## src/rtl/kbd_host_if.sv

```systemverilog
module kbd_host_if #(
  parameter int DW = 8,
  parameter bit IRQ_ACT_HIGH = 1'b1
) (
  input  logic          clk,
  input  logic          rst_n,
  input  logic          host_wr,
  input  logic          host_rd,
  input  logic          host_a2,
  input  logic [DW-1:0] host_wdata,
  output logic [DW-1:0] host_rdata,
  input  logic          core_ibuf_rd,
  output logic [DW-1:0] core_in_data,
  input  logic          core_kbd_wr,
  input  logic          core_mse_wr,
  input  logic [DW-1:0] core_wdata,
  input  logic          core_obf_clr,
  input  logic          core_flag_set,
  input  logic          core_flag_clr,
  input  logic [7:0]    core_flag_mask,
  input  logic          core_ibf_ie,
  input  logic          core_obe_ie,
  output logic [7:0]    status,
  output logic          irq1,
  output logic          irq12,
  output logic          core_ibf_irq,
  output logic          core_obe_irq
);
  localparam logic [7:0] USER_BITS = 8'hF4;

  logic          ibf, obf, tag, from_mse;
  logic [DW-1:0] in_q, out_q;
  logic [7:0]    flags;
  logic          out_wr;

  assign out_wr = core_kbd_wr | core_mse_wr;

  always_ff @(posedge clk) begin
    if (!rst_n) begin
      ibf  <= 1'b0;
      tag  <= 1'b0;
      in_q <= '0;
    end else if (host_wr) begin
      ibf  <= 1'b1;
      tag  <= host_a2;
      in_q <= host_wdata;
    end else if (core_ibuf_rd) begin
      ibf  <= 1'b0;
    end
  end

  always_ff @(posedge clk) begin
    if (!rst_n) begin
      obf      <= 1'b0;
      from_mse <= 1'b0;
      out_q    <= '0;
    end else if (out_wr) begin
      obf      <= 1'b1;
      from_mse <= ~core_kbd_wr;
      out_q    <= core_wdata;
    end else if (core_obf_clr || (host_rd && !host_a2)) begin
      obf      <= 1'b0;
    end
  end

  logic [7:0] flags_set;
  assign flags_set = core_flag_set ? (flags | core_flag_mask) : flags;

  always_ff @(posedge clk) begin
    if (!rst_n)
      flags <= '0;
    else if (core_flag_set || core_flag_clr)
      flags <= (core_flag_clr ? (flags_set & ~core_flag_mask) : flags_set) & USER_BITS;
  end

  assign status       = {flags[7:4], tag, flags[2], ibf, obf};
  assign core_in_data = in_q;
  assign host_rdata   = host_a2 ? DW'(status) : out_q;

  assign irq1         = (obf & ~from_mse) ^ ~IRQ_ACT_HIGH;
  assign irq12        = (obf &  from_mse) ^ ~IRQ_ACT_HIGH;
  assign core_ibf_irq = core_ibf_ie & ibf;
  assign core_obe_irq = core_obe_ie & ~obf;
endmodule


```

## config.mk

```make
export PLATFORM = sky130hd
export DESIGN_NAME = kbd_host_if
export DESIGN_NICKNAME = d
export VERILOG_FILES = /design/src/rtl/kbd_host_if.sv
export SDC_FILE = /design/constraint.sdc
export NUM_CORES = 1
export LEC_CHECK = 0
export BUFFER_PORTS_ARGS = -buffer_cell sky130_fd_sc_hd__buf_2
export CELL_PAD_IN_SITES_DETAIL_PLACEMENT = 0
export CELL_PAD_IN_SITES_GLOBAL_PLACEMENT = 1
export CORE_MARGIN = 1
export CORE_UTILIZATION = 32
export CTS_BUF_LIST = sky130_fd_sc_hd__clkbuf_2 sky130_fd_sc_hd__clkbuf_4 sky130_fd_sc_hd__clkbuf_8
export CTS_CLUSTER_DIAMETER = 60
export CTS_CLUSTER_SIZE = 12
export DETAILED_ROUTE_END_ITERATION = 10
export PLACE_DENSITY = 0.93
export SLEW_MARGIN = 20
export SYNTH_ARGS = -nofsm -noshare
export SYNTH_HDL_FRONTEND = slang
export SYNTH_SLANG_ARGS = --single-unit
```

## constraint.sdc

```tcl
create_clock -name clk -period 0.8 [get_ports clk]
set_input_delay 0.16 -clock clk [delete_from_list [all_inputs] [get_ports clk]]
set_output_delay 0.16 -clock clk [all_outputs]
set_load 0.01 [all_outputs]
```

# [After elaboration in Yosys (flattened, before gate mapping)]
# Index checks and enable logic that the tools add are counted.
[classes] mux=7 bitwise=11 reduce_logical=6
[op_table] operator="$mux 8" count=3
[op_table] operator="$and 8x8->8" count=1
[op_table] operator="$not 8->8" count=1
[op_table] operator="$or 8x8->8" count=1
[op_table] operator="$and 1x1->1" count=4
[op_table] operator="$mux 1" count=4
[op_table] operator="$reduce_bool 2->1" count=2
[op_table] operator="$not 1->1" count=3
[op_table] operator="$logic_or 1x1->1" count=2
[op_table] operator="$logic_and 1x1->1" count=1
[op_table] operator="$logic_not 1->1" count=1
[op_table] operator="$or 1x1->1" count=1
[word_totals] reg_bits=25 input_bits=37 word_cells=31

# [Longest topological paths before layout]
# Gate-level depths: netlist of the first run.
[depth] ltp_word=5 ltp_mapped=4 mapped_depth_nobuf=3

# [Worst setup path after synthesis of the first run]
# Ideal clock, no wire load.
[synth_timing] kind="input to output" from="input host_a2" to="output host_rdata[0]" arrival_ns=0.625 required_time_ns=0.640 path_slack_ns=0.015 path_stages=2 cell_sequence="buf_6 > mux2_2"
[synth_between] elab_chain_len=1
[synth_rtl] element="start, declared" line="9" source="input logic host_a2,"
[synth_rtl] element="$mux 8" line="78" source="assign host_rdata = host_a2 ? DW'(status) : out_q;"
[synth_rtl] element="end, declared" line="11" source="output logic [DW-1:0] host_rdata,"
# No other way between the ends.

==> reports/metrics.cfg, run 1 <==
[drt]
drc = 0
avgViaCountPerCell = 4.45
routed-via-count = 1024
routed_wl_um = 2690
firstDrtPassIters = 3
top_layer = met4
met1_length_um = 1150
wl_met2_um = 1320
met3_length_um = 201
drt_first_iter_violations = 33
wl_per_cell_um = 11.7
ant_nets = 0

[placed_design]
portBuffers = 61
dp_hpwl_um = 1800
gp_congestion = 0.655
dp_slack_ps = -268
place_area_mm2 = 0.00146

[min_path]
hold_start = core_flag_mask[7]
hold_class = in -> reg

[global_route]
gr-usage-all-layers_pct = 14.1
antenna_found_initial = 0
grt_max_degree = 26
grt_pass1_wl_um = 3850
overflow = 0
grt_pass1_vias = 890

[yosys]
synthesis.area_mm2 = 0.00112
syn_nets = 153
synth_warnings = 0
synth_area_leader_cell = dfxtp_1
ys_types = 18
yosysSeqAreaShare_pct = 44.7
synth_top_area_share_pct = 44.7
ys_seq_elements = 25
syn_inst = 116
avgSynthCellArea_um2 = 9.65
synth_area_leaders = dfxtp_1 45%, mux2i_1 8.0%, mux2_2 8.0%

[final_layout]
final_common_cell = buf_2
area_growth_pct = 60.0
final_nets = 222
drive_above_1_share_pct = 60.3
seq_area_um2 = 527
n_fill_cell = 301
n_antenna_cell = 0
final_cell_mix = 35 x buf_2, 34 x buf_6, 18 x nand2_1, 18 x dfxtp_2, 10 x nor2b_1
multi_input_area_um2 = 592
stdcell_area_mm2 = 0.00179

[clock_tree]
clockBufferDepth = 2
root_buffer = clkbuf_4
clock_sinks = 25
numCtsBuffers = 3
htreeDepth = 1
cts_tree = yes
clkTransAtPathRegs_ps = 140
clk_latency_ps = 310

[sta]
setup_viol = 30
fin_skew_ps = 0
maxSlewViolCount = 0
period_minus_slack_ps = 1210
period_share_pct = 152
tightest_slew_ps = 369
fin_ws_ps = -412
rsz0062_at_grt = true
worst_slew_margin_rel_pct = 75.4
setup_tns_ps = -7520
final-hold-violation-count = 0
fmax_mhz = 825

[floorplan]
die_h_um = 61.2
io_pins = 65
core-area_mm2 = 0.00334
dieArea_mm2 = 0.00374
start_util_pct = 33.6
dieWidth_um = 61.2
row_count = 21

[power]
power_per_cell_area_mw_per_mm2 = 1450
cellLeakagePower_uw = 0.000858
ir_drop_mv = 0.507

[setup_path]
end_kind = output pin
worst-setup-path-type = reg -> out
crit_path_max_fanout = 2
cp.required_ps = 640
rr_startpoint = tag
arrival_ps = 1050
startpoint_type = flop

[status]
status = complete, but fails checks
violations = negative setup slack

[flow_run]
cap_violations = 0

==> critical path, cell delays in order (launching register included) <==
cell	delay [ps]
dfxtp_2	350
mux2_4	260
buf_6	120
==> where the power goes <==
part	internal, uW	switching (uW)
clock	187	367
sequential	1330	50.7
combinational	400	260
==> cell families after synthesis <==
family                 Yosys count  synth area share, %
AND/OR/NAND/NOR                 42                 19.6
buffers and inverters            9                 7.15
flip-flops                      25                 44.7
AO/OA/AOI/OAI                   23                 12.5
multiplexers                    17                 16.1
==> synthesized netlist by cell type, drive strengths merged <==
| cell type | instances |
|---|---|
| a21oi | 5 |
| and2 | 2 |
| o21a | 1 |
| nor2 | 7 |
| mux2i | 9 |
| nor2b | 12 |
| nand2b | 1 |
| o21ai | 8 |
| nand2 | 18 |
| mux2 | 8 |
| nor3b | 1 |
| a21boi | 9 |
| dfxtp | 25 |
| nand3b | 1 |
| buf | 9 |
==> final timing paths <==
path	end	slack, ps	cells after the start
worst max-delay path	host_rdata[2]	-410	2
worst min-delay path	flags[7]	80	3
worst max register to register	tag	-20	4
worst min register to register	out_q[0]	460	2
==> area by class of cell <==
class,count,area share (%)
flip-flops and latches,25,29.4
multi-input cells,82,33.0
clock inverters,1,0.279
well taps,46,3.21
clock buffers,3,1.26
repair buffers,73,32.8
==> layer usage <==
| layer | up-vias | track usage (%) |
|---|---|---|
| li1 | 520 | - |
| met1 | 465 | 16.0 |
| met2 | 37 | 25.5 |
| met3 | 2 | 3.57 |
| met4 | 0 | 4.87 |
| met5 | - | 0 |
==> what timing repair did <==
action / 4_1_cts / 5_1_grt
gates resized for setup: 48 / 21
buffers inserted: 3 / 3
endpoints found under the setup margin: 28 / 30
hold buffers: 0 / 0
pin swaps: 1 / 1
==> per-stage QoR <==
step	utilization, %	cells	power, uW	hold WS (ps)
2_1_floorplan	-	116	1670	301
3_3_place_gp	43.6	221	1860	402
3_5_place_dp	43.6	221	1870	408
4_1_cts	50.7	227	2570	62.0
5_1_grt	53.7	230	2770	67.7
6_report	53.7	230	2590	78.9
Note: power is estimated with default switching activity, not from simulation.
==> inputs of run 2 (changes only) <==
--- a/config.mk
+++ b/config.mk
@@ -14,7 +14,7 @@
 export CTS_CLUSTER_DIAMETER = 60
 export CTS_CLUSTER_SIZE = 12
 export DETAILED_ROUTE_END_ITERATION = 10
-export PLACE_DENSITY = 0.93
+export PLACE_DENSITY = 0.79
 export SLEW_MARGIN = 20
 export SYNTH_ARGS = -nofsm -noshare
 export SYNTH_HDL_FRONTEND = slang
==> reports/metrics.cfg, run 2 (synthesized netlist as in run 1, its figures left out) <==
[clock_tree]
numCtsBuffers = 3
cts_tree = yes
clk_latency_ps = 310
root_buffer = clkbuf_4
clockBufferDepth = 2
clkTransAtPathRegs_ps = 130
clock_sinks = 25
htreeDepth = 1

[final_layout]
seq_area_um2 = 532
n_fill_cell = 295
multi_input_area_um2 = 593
stdcell_area_mm2 = 0.00181
final_cell_mix = 37 x buf_6, 34 x buf_2, 22 x dfxtp_2, 18 x nand2_1, 10 x nor2b_1
stdcell_count = 230
final_nets = 222
utilization_pct = 54.3
final_common_cell = buf_6
area_growth_pct = 61.8
n_antenna_cell = 0
drive_above_1_share_pct = 62.5

[floorplan]
core-area_mm2 = 0.00334
io_pins = 65
start_util_pct = 33.6
row_count = 21
die_h_um = 61.2
dieArea_mm2 = 0.00374
dieWidth_um = 61.2

[sta]
fin_ws_ps = -429
worst_slew_margin_rel_pct = 76.2
period_share_pct = 154
fin_skew_ps = 0
setup_viol = 31
fmax_mhz = 814
period_minus_slack_ps = 1230
final-hold-violation-count = 0
rsz0062_at_grt = true
holdWs_ps = 83.2
tightest_slew_ps = 358
maxSlewViolCount = 0

[flow_run]
cap_violations = 0

[global_route]
grt_pass1_wl_um = 4060
grt_pass1_vias = 953
antenna_found_initial = 0
grt_max_degree = 26
overflow = 0
gr-usage-all-layers_pct = 15.2

[drt]
firstDrtPassIters = 4
routed_wl_um = 2900
drt_first_iter_violations = 24
drc = 0
routed-via-count = 1036
avgViaCountPerCell = 4.50
ant_nets = 0
wl_per_cell_um = 12.6

[setup_path]
cp_slowest_cell = dfxtp_2
startpoint_type = flop
cp.required_ps = 640
arrival_ps = 1070
worst-setup-path-type = reg -> out
crit_family = flip-flops
worstPathCellList = mux2_4 > buf_6
crit_path_max_fanout = 2
end_kind = output pin
slowest_delay_ps = 350
critPathBufInv = 1

[power]
p_total_uw = 2610
power_per_cell_area_mw_per_mm2 = 1440
cellLeakagePower_uw = 0.000861
ir_drop_mv = 0.484

[placed_design]
place_area_mm2 = 0.00146
dp_hpwl_um = 1950
portBuffers = 61
dpl.cell_count = 221
gp_congestion = 0.698

[status]
violations = negative setup slack
status = complete, but fails checks

[min_path]
hold_class = in -> reg

run 2: cell counts in the layout (fill, tap and decap cells not counted):
Identical to the previous run, type by type.
run 2: what timing repair did:
item                       in CTS  in global routing
setup buffers                   4                  6
hold buffers                    0                  0
pin swaps                       1                  1
resized for setup              59                 21
setup endpoints to repair      28                 32
run 2: final timing paths:
| path | from | to | slack (ps) | cells past startpoint |
|---|---|---|---|---|
| worst max-delay path | out_q[6] | host_rdata[6] | -430 | 2 |
| worst max register to register | obf | obf | -70 | 4 |
| worst min register to register | out_q[5] | out_q[5] | 460 | 2 |
| worst min-delay path | core_wdata[7] | out_q[7] | 80 | 3 |
run 2: area by class of cell:
cell class                      instances  area share, %
Clock buffer                            3           1.24
Timing Repair Buffer                   73           33.2
Sequential cell                        25           29.4
Tap cell                               46           3.18
Multi-Input combinational cell         82           32.7
Clock inverter                          1          0.276
run 2: power by group:
group	internal [uW]	switching [uW]	leakage, uW
clock network	187	365	0.0000177
logic	408	265	0.000628
registers	1330	55.8	0.000215
total	1930	685	0.000861
run 2: stage by stage:
step	TNS [ps]	setup slack, ps
final	-7850	-429
after global routing	-9010	-465
after CTS	-7950	-423
after detailed placement	-2360	-262
after global placement	-2030	-246
after floorplan	0	15.4
run 2: metal layers:
layer | vias to the layer above | GRT usage (%) | part of all wire [%]
li1 | 521 | - | -
met1 | 476 | 16.8 | 40
met2 | 35 | 27.6 | 53
met3 | 4 | 2.94 | 5.3
met4 | 0 | 7.79 | 1.2
met5 | - | 0 | 0
run 2: worst min-delay path: stages:
cell and delay (ps):
buf_2 90, o21ai_0 60, a21boi_1 60
